### src/rtl/tccPkg.sv
package tccPkg;

  typedef enum logic [1:0] {
    OP_READ = 2'd0,
    OP_WT   = 2'd1,
    OP_FW   = 2'd2
  } opE;

  typedef enum logic [3:0] {
    S_IDLE, S_LOOK, S_EVICT, S_STAGE, S_UPD, S_DWR, S_RSP, S_NVM, S_BGD
  } stE;

  // strobes from control to the directory datapath
  typedef struct packed {
    logic touch;
    logic install;
    logic setDirty;
    logic clrDirty;
  } dirCmdS;

endpackage

### src/rtl/tccDirectory.sv
module tccDirectory
  import tccPkg::*;
#(
  parameter int WAYS    = 4,
  parameter int TRACK_W = 12,
  parameter int PERIOD  = 4096,
  localparam int IW  = $clog2(WAYS),
  localparam int CW  = $clog2(WAYS + 1),
  localparam int TMW = $clog2(PERIOD)
) (
  input  logic               clk,
  input  logic               rstN,
  input  logic [TRACK_W-1:0] trackIn,
  input  dirCmdS             cmd,
  input  logic [IW-1:0]      cmdIdx,
  output logic               hit,
  output logic [IW-1:0]      hitIdx,
  output logic [IW-1:0]      vicIdx,
  output logic               vicValid,
  output logic               vicDirty,
  output logic [TRACK_W-1:0] vicTrack,
  output logic               anyDirty,
  output logic [IW-1:0]      dirtyIdx,
  output logic [TRACK_W-1:0] dirtyTrack,
  output logic [CW-1:0]      dirtyCount,
  output logic               periodPend
);

  logic [TRACK_W-1:0] tagQ [WAYS];
  logic [IW-1:0]      ageQ [WAYS];
  logic [WAYS-1:0]    validQ, dirtyQ, matchV;
  logic [CW-1:0]      dCntQ;
  logic [TMW-1:0]     tmrQ;
  logic               fire;

  for (genvar g = 0; g < WAYS; g++) begin : gMatch
    assign matchV[g] = validQ[g] && (tagQ[g] == trackIn);
  end

  // priority encoders: lowest index wins
  always_comb begin
    hitIdx   = '0;
    dirtyIdx = '0;
    vicIdx   = '0;
    for (int i = WAYS - 1; i >= 0; i--) begin
      if (ageQ[i] == IW'(WAYS - 1)) vicIdx = IW'(i);
    end
    for (int i = WAYS - 1; i >= 0; i--) begin
      if (matchV[i]) hitIdx = IW'(i);
      if (dirtyQ[i]) dirtyIdx = IW'(i);
      if (!validQ[i]) vicIdx = IW'(i);
    end
  end

  assign hit        = |matchV;
  assign vicValid   = validQ[vicIdx];
  assign vicDirty   = dirtyQ[vicIdx];
  assign vicTrack   = tagQ[vicIdx];
  assign anyDirty   = |dirtyQ;
  assign dirtyTrack = tagQ[dirtyIdx];
  assign dirtyCount = dCntQ;
  assign fire       = (tmrQ == TMW'(PERIOD - 1));

  always_ff @(posedge clk) begin
    if (!rstN) begin
      for (int j = 0; j < WAYS; j++) begin
        tagQ[j] <= '0;
        ageQ[j] <= IW'(j);
      end
      validQ     <= '0;
      dirtyQ     <= '0;
      dCntQ      <= '0;
      tmrQ       <= '0;
      periodPend <= 1'b0;
    end else begin
      if (cmd.touch) begin
        for (int j = 0; j < WAYS; j++) begin
          if (IW'(j) == cmdIdx) ageQ[j] <= '0;
          else if (ageQ[j] < ageQ[cmdIdx]) ageQ[j] <= ageQ[j] + IW'(1);
        end
      end
      if (cmd.install) begin
        tagQ[cmdIdx]   <= trackIn;
        validQ[cmdIdx] <= 1'b1;
      end
      if (cmd.setDirty) dirtyQ[cmdIdx] <= 1'b1;
      else if (cmd.clrDirty || cmd.install) dirtyQ[cmdIdx] <= 1'b0;
      if (cmd.setDirty && !dirtyQ[cmdIdx]) dCntQ <= dCntQ + CW'(1);
      else if (cmd.clrDirty && dirtyQ[cmdIdx]) dCntQ <= dCntQ - CW'(1);
      tmrQ <= fire ? '0 : tmrQ + TMW'(1);
      if (fire) periodPend <= 1'b1;
      else if (!anyDirty) periodPend <= 1'b0;
    end
  end

  AST_DIRTY_COUNT: assert property (@(posedge clk) disable iff (!rstN)
    32'(dCntQ) == $countones(dirtyQ));
  AST_INSTALL_CLEAN: assert property (@(posedge clk) disable iff (!rstN)
    cmd.install |-> !dirtyQ[cmdIdx]);
  AST_HIT_UNIQUE: assert property (@(posedge clk) disable iff (!rstN)
    $onehot0(matchV));
  AST_TOUCH_MRU: assert property (@(posedge clk) disable iff (!rstN)
    cmd.touch |=> ageQ[$past(cmdIdx)] == '0);

endmodule

### src/rtl/tccControl.sv
module tccControl
  import tccPkg::*;
#(
  parameter int WAYS    = 4,
  parameter int TRACK_W = 12,
  localparam int IW = $clog2(WAYS),
  localparam int CW = $clog2(WAYS + 1)
) (
  input  logic               clk,
  input  logic               rstN,
  input  logic [CW-1:0]      cfgThresh,
  input  logic               reqValid,
  output logic               reqReady,
  input  logic [1:0]         reqOp,
  input  logic [TRACK_W-1:0] reqTrack,
  output logic               rspValid,
  output logic               rspHit,
  output logic               stageValid,
  input  logic               stageReady,
  output logic               diskWrValid,
  input  logic               diskWrReady,
  output logic [TRACK_W-1:0] diskWrTrack,
  output logic               diskWrDestage,
  output logic               nvValid,
  input  logic               nvReady,
  output logic [TRACK_W-1:0] curTrack,
  output dirCmdS             cmd,
  output logic [IW-1:0]      cmdIdx,
  input  logic               hit,
  input  logic [IW-1:0]      hitIdx,
  input  logic [IW-1:0]      vicIdx,
  input  logic               vicValid,
  input  logic               vicDirty,
  input  logic [TRACK_W-1:0] vicTrack,
  input  logic               anyDirty,
  input  logic [IW-1:0]      dirtyIdx,
  input  logic [TRACK_W-1:0] dirtyTrack,
  input  logic [CW-1:0]      dirtyCount,
  input  logic               periodPend
);

  stE                 stQ, stNxt;
  opE                 opQ;
  logic [TRACK_W-1:0] trackQ, evTrackQ;
  logic [IW-1:0]      idxQ;
  logic               hitQ, bgNeed;

  assign bgNeed   = anyDirty && (periodPend || (dirtyCount > cfgThresh));
  assign curTrack = trackQ;
  assign rspHit   = hitQ;

  always_comb begin
    stNxt         = stQ;
    cmd           = '0;
    cmdIdx        = idxQ;
    reqReady      = 1'b0;
    stageValid    = 1'b0;
    diskWrValid   = 1'b0;
    diskWrDestage = 1'b0;
    diskWrTrack   = trackQ;
    nvValid       = 1'b0;
    rspValid      = 1'b0;
    case (stQ)
      S_IDLE: begin
        if (bgNeed) stNxt = S_BGD;
        else begin
          reqReady = 1'b1;
          if (reqValid) stNxt = S_LOOK;
        end
      end
      S_LOOK: stNxt = hit ? S_UPD : ((vicValid && vicDirty) ? S_EVICT : S_STAGE);
      S_EVICT: begin
        diskWrValid   = 1'b1;
        diskWrDestage = 1'b1;
        diskWrTrack   = evTrackQ;
        if (diskWrReady) begin
          cmd.clrDirty = 1'b1;
          stNxt        = S_STAGE;
        end
      end
      S_STAGE: begin
        stageValid = 1'b1;
        if (stageReady) begin
          cmd.install = 1'b1;
          cmd.touch   = 1'b1;
          stNxt       = S_UPD;
        end
      end
      S_UPD: begin
        cmd.touch    = 1'b1;
        cmd.setDirty = (opQ != OP_READ);
        stNxt        = (opQ == OP_WT) ? S_DWR : S_RSP;
      end
      S_DWR: begin
        diskWrValid = 1'b1;
        if (diskWrReady) begin
          cmd.clrDirty = 1'b1;
          stNxt        = S_RSP;
        end
      end
      S_RSP: begin
        rspValid = 1'b1;
        stNxt    = (opQ == OP_FW) ? S_NVM : S_IDLE;
      end
      S_NVM: begin
        nvValid = 1'b1;
        if (nvReady) stNxt = S_IDLE;
      end
      S_BGD: begin
        diskWrValid   = 1'b1;
        diskWrDestage = 1'b1;
        diskWrTrack   = dirtyTrack;
        cmdIdx        = dirtyIdx;
        if (diskWrReady) begin
          cmd.clrDirty = 1'b1;
          stNxt        = S_IDLE;
        end
      end
      default: stNxt = S_IDLE;
    endcase
  end

  always_ff @(posedge clk) begin
    if (!rstN) begin
      stQ      <= S_IDLE;
      opQ      <= OP_READ;
      trackQ   <= '0;
      evTrackQ <= '0;
      idxQ     <= '0;
      hitQ     <= 1'b0;
    end else begin
      stQ <= stNxt;
      if (reqReady && reqValid) begin
        opQ    <= (reqOp == 2'd3) ? OP_READ : opE'(reqOp);
        trackQ <= reqTrack;
      end
      if (stQ == S_LOOK) begin
        idxQ     <= hit ? hitIdx : vicIdx;
        hitQ     <= hit;
        evTrackQ <= vicTrack;
      end
    end
  end

  AST_RSP_PULSE: assert property (@(posedge clk) disable iff (!rstN)
    rspValid |=> !rspValid);
  AST_BUSY_AFTER_ACCEPT: assert property (@(posedge clk) disable iff (!rstN)
    (reqValid && reqReady) |=> !reqReady);
  AST_WT_DISK_FIRST: assert property (@(posedge clk) disable iff (!rstN)
    (rspValid && opQ == OP_WT) |-> $past(diskWrValid && diskWrReady && !diskWrDestage));
  AST_FW_NO_DISK: assert property (@(posedge clk) disable iff (!rstN)
    (opQ == OP_FW && stQ != S_IDLE) |-> !(diskWrValid && !diskWrDestage));
  AST_STAGE_HOLD: assert property (@(posedge clk) disable iff (!rstN)
    (stageValid && !stageReady) |=> (stageValid && $stable(trackQ)));
  AST_DW_HOLD: assert property (@(posedge clk) disable iff (!rstN)
    (diskWrValid && !diskWrReady) |=> (diskWrValid && $stable(diskWrTrack)));

endmodule

### src/rtl/trackCacheCtl.sv
module trackCacheCtl
  import tccPkg::*;
#(
  parameter int WAYS    = 4,
  parameter int TRACK_W = 12,
  parameter int PERIOD  = 4096,
  localparam int IW    = $clog2(WAYS),
  localparam int CNT_W = $clog2(WAYS + 1)
) (
  input  logic               clk,
  input  logic               rstN,
  input  logic [CNT_W-1:0]   cfgThresh,
  input  logic               reqValid,
  output logic               reqReady,
  input  logic [1:0]         reqOp,
  input  logic [TRACK_W-1:0] reqTrack,
  output logic               rspValid,
  output logic               rspHit,
  output logic               stageValid,
  input  logic               stageReady,
  output logic [TRACK_W-1:0] stageTrack,
  output logic               diskWrValid,
  input  logic               diskWrReady,
  output logic [TRACK_W-1:0] diskWrTrack,
  output logic               diskWrDestage,
  output logic               nvValid,
  input  logic               nvReady,
  output logic [TRACK_W-1:0] nvTrack
);

  dirCmdS             cmd;
  logic [IW-1:0]      cmdIdx, hitIdx, vicIdx, dirtyIdx;
  logic [TRACK_W-1:0] curTrack, vicTrack, dirtyTrack;
  logic [CNT_W-1:0]   dirtyCount;
  logic               hit, vicValid, vicDirty, anyDirty, periodPend;

  assign stageTrack = curTrack;
  assign nvTrack    = curTrack;

  tccControl #(.WAYS(WAYS), .TRACK_W(TRACK_W)) uCtl (
    .clk(clk), .rstN(rstN), .cfgThresh(cfgThresh),
    .reqValid(reqValid), .reqReady(reqReady), .reqOp(reqOp), .reqTrack(reqTrack),
    .rspValid(rspValid), .rspHit(rspHit),
    .stageValid(stageValid), .stageReady(stageReady),
    .diskWrValid(diskWrValid), .diskWrReady(diskWrReady),
    .diskWrTrack(diskWrTrack), .diskWrDestage(diskWrDestage),
    .nvValid(nvValid), .nvReady(nvReady),
    .curTrack(curTrack), .cmd(cmd), .cmdIdx(cmdIdx),
    .hit(hit), .hitIdx(hitIdx), .vicIdx(vicIdx), .vicValid(vicValid),
    .vicDirty(vicDirty), .vicTrack(vicTrack), .anyDirty(anyDirty),
    .dirtyIdx(dirtyIdx), .dirtyTrack(dirtyTrack), .dirtyCount(dirtyCount),
    .periodPend(periodPend)
  );

  tccDirectory #(.WAYS(WAYS), .TRACK_W(TRACK_W), .PERIOD(PERIOD)) uDir (
    .clk(clk), .rstN(rstN), .trackIn(curTrack), .cmd(cmd), .cmdIdx(cmdIdx),
    .hit(hit), .hitIdx(hitIdx), .vicIdx(vicIdx), .vicValid(vicValid),
    .vicDirty(vicDirty), .vicTrack(vicTrack), .anyDirty(anyDirty),
    .dirtyIdx(dirtyIdx), .dirtyTrack(dirtyTrack), .dirtyCount(dirtyCount),
    .periodPend(periodPend)
  );

endmodule

### config.mk
export PLATFORM = sky130hd
export DESIGN_NAME = trackCacheCtl
export DESIGN_NICKNAME = d
export VERILOG_FILES = /design/src/rtl/tccPkg.sv /design/src/rtl/tccDirectory.sv /design/src/rtl/tccControl.sv /design/src/rtl/trackCacheCtl.sv
export SDC_FILE = /design/constraint.sdc
export NUM_CORES = 1
export LEC_CHECK = 0
export BUFFER_PORTS_ARGS = -buffer_cell sky130_fd_sc_hd__buf_2
export CORE_UTILIZATION = 35
export CTS_CLUSTER_SIZE = 10
export DETAILED_ROUTE_END_ITERATION = 16
export GPL_ROUTABILITY_DRIVEN = 0
export PLACE_DENSITY = 0.55
export SLEW_MARGIN = 20
export SYNTH_ARGS = -nofsm -noshare
export SYNTH_HDL_FRONTEND = slang
export SYNTH_SLANG_ARGS = --single-unit
### constraint.sdc
create_clock -name clk -period 9.7 [get_ports clk]
set_clock_uncertainty 0.05 [all_clocks]
set_input_delay 1.94 -clock clk [delete_from_list [all_inputs] [get_ports clk]]
set_output_delay 1.94 -clock clk [all_outputs]
set_load 0.01 [all_outputs]
==> impl_metrics.tcl <==
set metrics [dict create \
    status "finished clean" \
    hold_viol 0 \
    path_delay_family "compound AO/OA/AOI/OAI gates" \
    worstPathArrival_ps 3430 \
    multi_input_area_mm2 0.00351 \
    rsz0062_at_grt "no" \
    syn_nets 744 \
    final_nets 782 \
    synthAdderAreaFrac_pct 2.53 \
    wl_met2_um 8700 \
    grt_usage_pct 19.9 \
    synthCells 708 \
    min_period_over_period_pct 55.9 \
    worst_pin_slew_ps 979 \
    max_stage_delay_ps 450 \
    powerDensity_mw_per_mm2 211 \
    via_per_inst 5.58 \
    synth-xor-area-share_pct 7.44 \
    cts.repair.resized 0 \
    synth_compound_area_share_pct 12.7 \
    p_switching_uw 550 \
    synthesis.area_mm2 0.00671 \
    cts.sink_count 113 \
    path_max_fanout 3 \
    fin_cells 993 \
    min_from "uDir.tmrQ[0]" \
    fin_setup_tns_ps 0 \
    cp.buffers_inverters 4 \
    dp_cells 961 \
    drt-wirelength-per-cell_um 18.9 \
    fill_cells 1802 \
    async_reset_ff_share_pct 0 \
    ctsLongestPathBuffers 2 \
    synthMostInstantiatedCell "nor2_1" \
    clk_latency_ps 430 \
    seq_power_share_pct 37.8 \
    antenna_left 0 \
    yosysWarningCount 0 \
    portBuffers 65 \
    regArea_mm2 0.00282 \
    drt_first_iter_violations 513 \
    synth_edf_count 56 \
    ir_drop_uv 112 \
    vias 5543 \
    post_cts_buffers 0 \
    max-cap-violations 0 \
    core-area_mm2 0.0188 \
    syn_to_final_growth_pct 15.5 \
    overflow 0 \
    r2r-end "uDir.ageQ[3][0]" \
    io_pins 66 \
    grt_pass1_vias 5376 \
    cp_slowest_cell "o41ai_1" \
    ys_seq_area_share_pct 42.1 \
    drv_slew 0 \
    fin_area_mm2 0.00775 \
    dp_hpwl_um 12600 \
    die_h_um 140 \
    synth_top_family_by_area "simple AND/OR/NAND/NOR gates" \
    wl_met1_um 8660 \
    placed_area_mm2 0.00717 \
    cts.clk_slew.worst_paths_ps 60 \
    cts_hold_buf 0 \
    path_cells "buf_2 -> inv_1 -> ha_1 -> nor2b_1 -> o41ai_1 -> o21ai_0 -> inv_1 -> buf_2" \
    yosys-mux-area-fraction_pct 10.9 \
    fp.dieW_um 140 \
    drive_gt1_share_pct 18.3 \
    top_layer_used "met4" \
    grt_max_degree 35 \
    max-slew-margin-rel_pct 34.1 \
    period_needed_ps 5420 \
    grt_pass1_wl_um 29600 \
    hold_depth 1 \
    max_clock_freq_ghz 0.185 \
    antenna_found_initial 0 \
    synth.avg_cell_area_um2 9.48 \
    yosysTopAreaCellShare_pct 25.1 \
    p_leak_uw 0.00323 \
    numCtsBuffers 17 \
    synthTopCellsByCount "nor2_1 (93), dfxtp_1 (57), edfxtp_1 (56), nand2_1 (52), xnor2_1 (51)" \
    yosys.area.top_type "edfxtp_1" \
    cts_max_level 4 \
    start_util_pct 35.8 \
    cts_tree "done" \
    n_antenna_cell 0 \
    cp-end-kind "output pin" \
    first_pass_iters 5 \
    fp-row-count 50 \
    remaining_drc_errors 0 \
    yosys.area_share.simple_pct 18.4 \
    wl_met3_um 1150 \
    regToRegSetupSlack_ps 5940 \
    min_path_type "register to register" \
    startpoint_type "primary input" \
    dieArea_mm2 0.0197 \
    clockRootBuffer "clkbuf_16" \
    synthDistinctLibCells 69 \
    cp.required_ps 7710 \
    path_class "primary input to output pin" \
    synth_ff_type "dfxtp_1" \
    pwr-share-comb_pct 24.2 \
    rr_worst_depth 8 \
    p_int_uw 1090 \
    ys_seq_elements 113 \
    clkPwrFrac_pct 38.0 \
    setup_viol 0 \
    wirelength_um 18800 \
    yosys-top-cells-area "edfxtp_1 (25%), dfxtp_1 (17%), mux2i_1 (7.5%)" \
    p_sw_share_pct 33.6 \
    worstReg2RegStart "uCtl.stQ[0]" \
    hold_path_end "uDir.tmrQ[0]" \
]
==> flip-flops by register name, indices dropped and copies added (netlist names), named ones only <==
name / count
uCtl.curTrack: 12
uCtl.evTrackQ: 12
uCtl.idxQ: 2
uCtl.opQ: 2
uCtl.rspHit: 1
uCtl.stQ: 4
uDir.ageQ: 8
uDir.dirtyCount: 3
uDir.periodPend: 1
uDir.tagQ: 48
uDir.tmrQ: 12
uDir.validQ: 4
==> power groups by stage <==
| stage | Combinational, uW | Sequential (uW) | Clock, uW |
|---|---|---|---|
| 2_1_floorplan | 314 | 578 | 0 |
| 3_3_place_gp | 390 | 624 | 0 |
| 3_5_place_dp | 394 | 627 | 0 |
| 4_1_cts | 397 | 617 | 629 |
| 5_1_grt | 432 | 627 | 648 |
| 6_report | 396 | 618 | 622 |
==> kinds of logic after synthesis <==
| logic type | Yosys count |
|---|---|
| AOI/OAI and AO/OA | 121 |
| xor gates and xnor gates | 57 |
| adders and majority gates | 13 |
| buffers and inverters | 91 |
| DFF | 113 |
| muxes | 61 |
| and+or+nand+nor | 252 |
==> metrics by stage <==
stage	total power (uW)	utilization, %	setup WS [ps]	hold slack, ps
after floorplan	892	-	4660	368
final	1640	41.3	4280	398
after detailed placement	1020	38.2	4310	389
after global routing	1710	41.3	4180	439
after CTS	1640	41.3	4290	402
after global placement	1010	38.2	4380	382
==> placed cells by master (no fill, tap or decap), types with 3 or more instances in the layout <==
cell and count:
a21o_1 6, a21oi_1 18, a22oi_1 14, a31oi_1 5, and3_1 6, buf_2 65
buf_4 13, clkbuf_16 17, clkinv_2 4, clkinvlp_4 3, dfxtp_1 57, edfxtp_1 56
ha_1 12, inv_1 31, inv_6 4, mux2i_1 50, mux4_2 9, nand2_1 52
nand2b_1 7, nand3_1 26, nand4_1 12, nor2_1 92, nor2b_1 5, nor3_1 8
nor3b_1 6, nor4_1 8, o211a_1 3, o211ai_1 4, o21ai_0 19, o21ai_1 8
o21ai_2 3, o221ai_1 18, or2_2 4, or3_1 9, or4_1 4, xnor2_1 51
xor2_1 6
==> worst max path at each step <==
stage                       startpoint        to  slack, ps  depth (start not counted)
after global routing      cfgThresh[1]  reqReady       4180                          8
after global placement    cfgThresh[1]  reqReady       4380                          8
after CTS                 cfgThresh[1]  reqReady       4290                          8
after floorplan           cfgThresh[1]  reqReady       4660                          6
after detailed placement  cfgThresh[1]  reqReady       4310                          8
final                     cfgThresh[1]  reqReady       4280                          8
==> cell type report <==
| class | count | area share [%] |
|---|---|---|
| multi-input cells | 504 | 45.3 |
| flip-flops and latches | 113 | 36.4 |
| clock buffers | 17 | 5.49 |
| repair buffers | 78 | 5.46 |
| well taps | 234 | 3.78 |
| clock inverters | 15 | 2.00 |
| inverters | 32 | 1.55 |
==> layer usage <==
metal / up-vias / global-route usage (%)
met1: 2687 / 27.0
li1: 2621 / -
met4: 0 / 8.12
met5: - / 0
met3: 25 / 3.56
met2: 210 / 31.3
(Power assumes the default switching activity.)
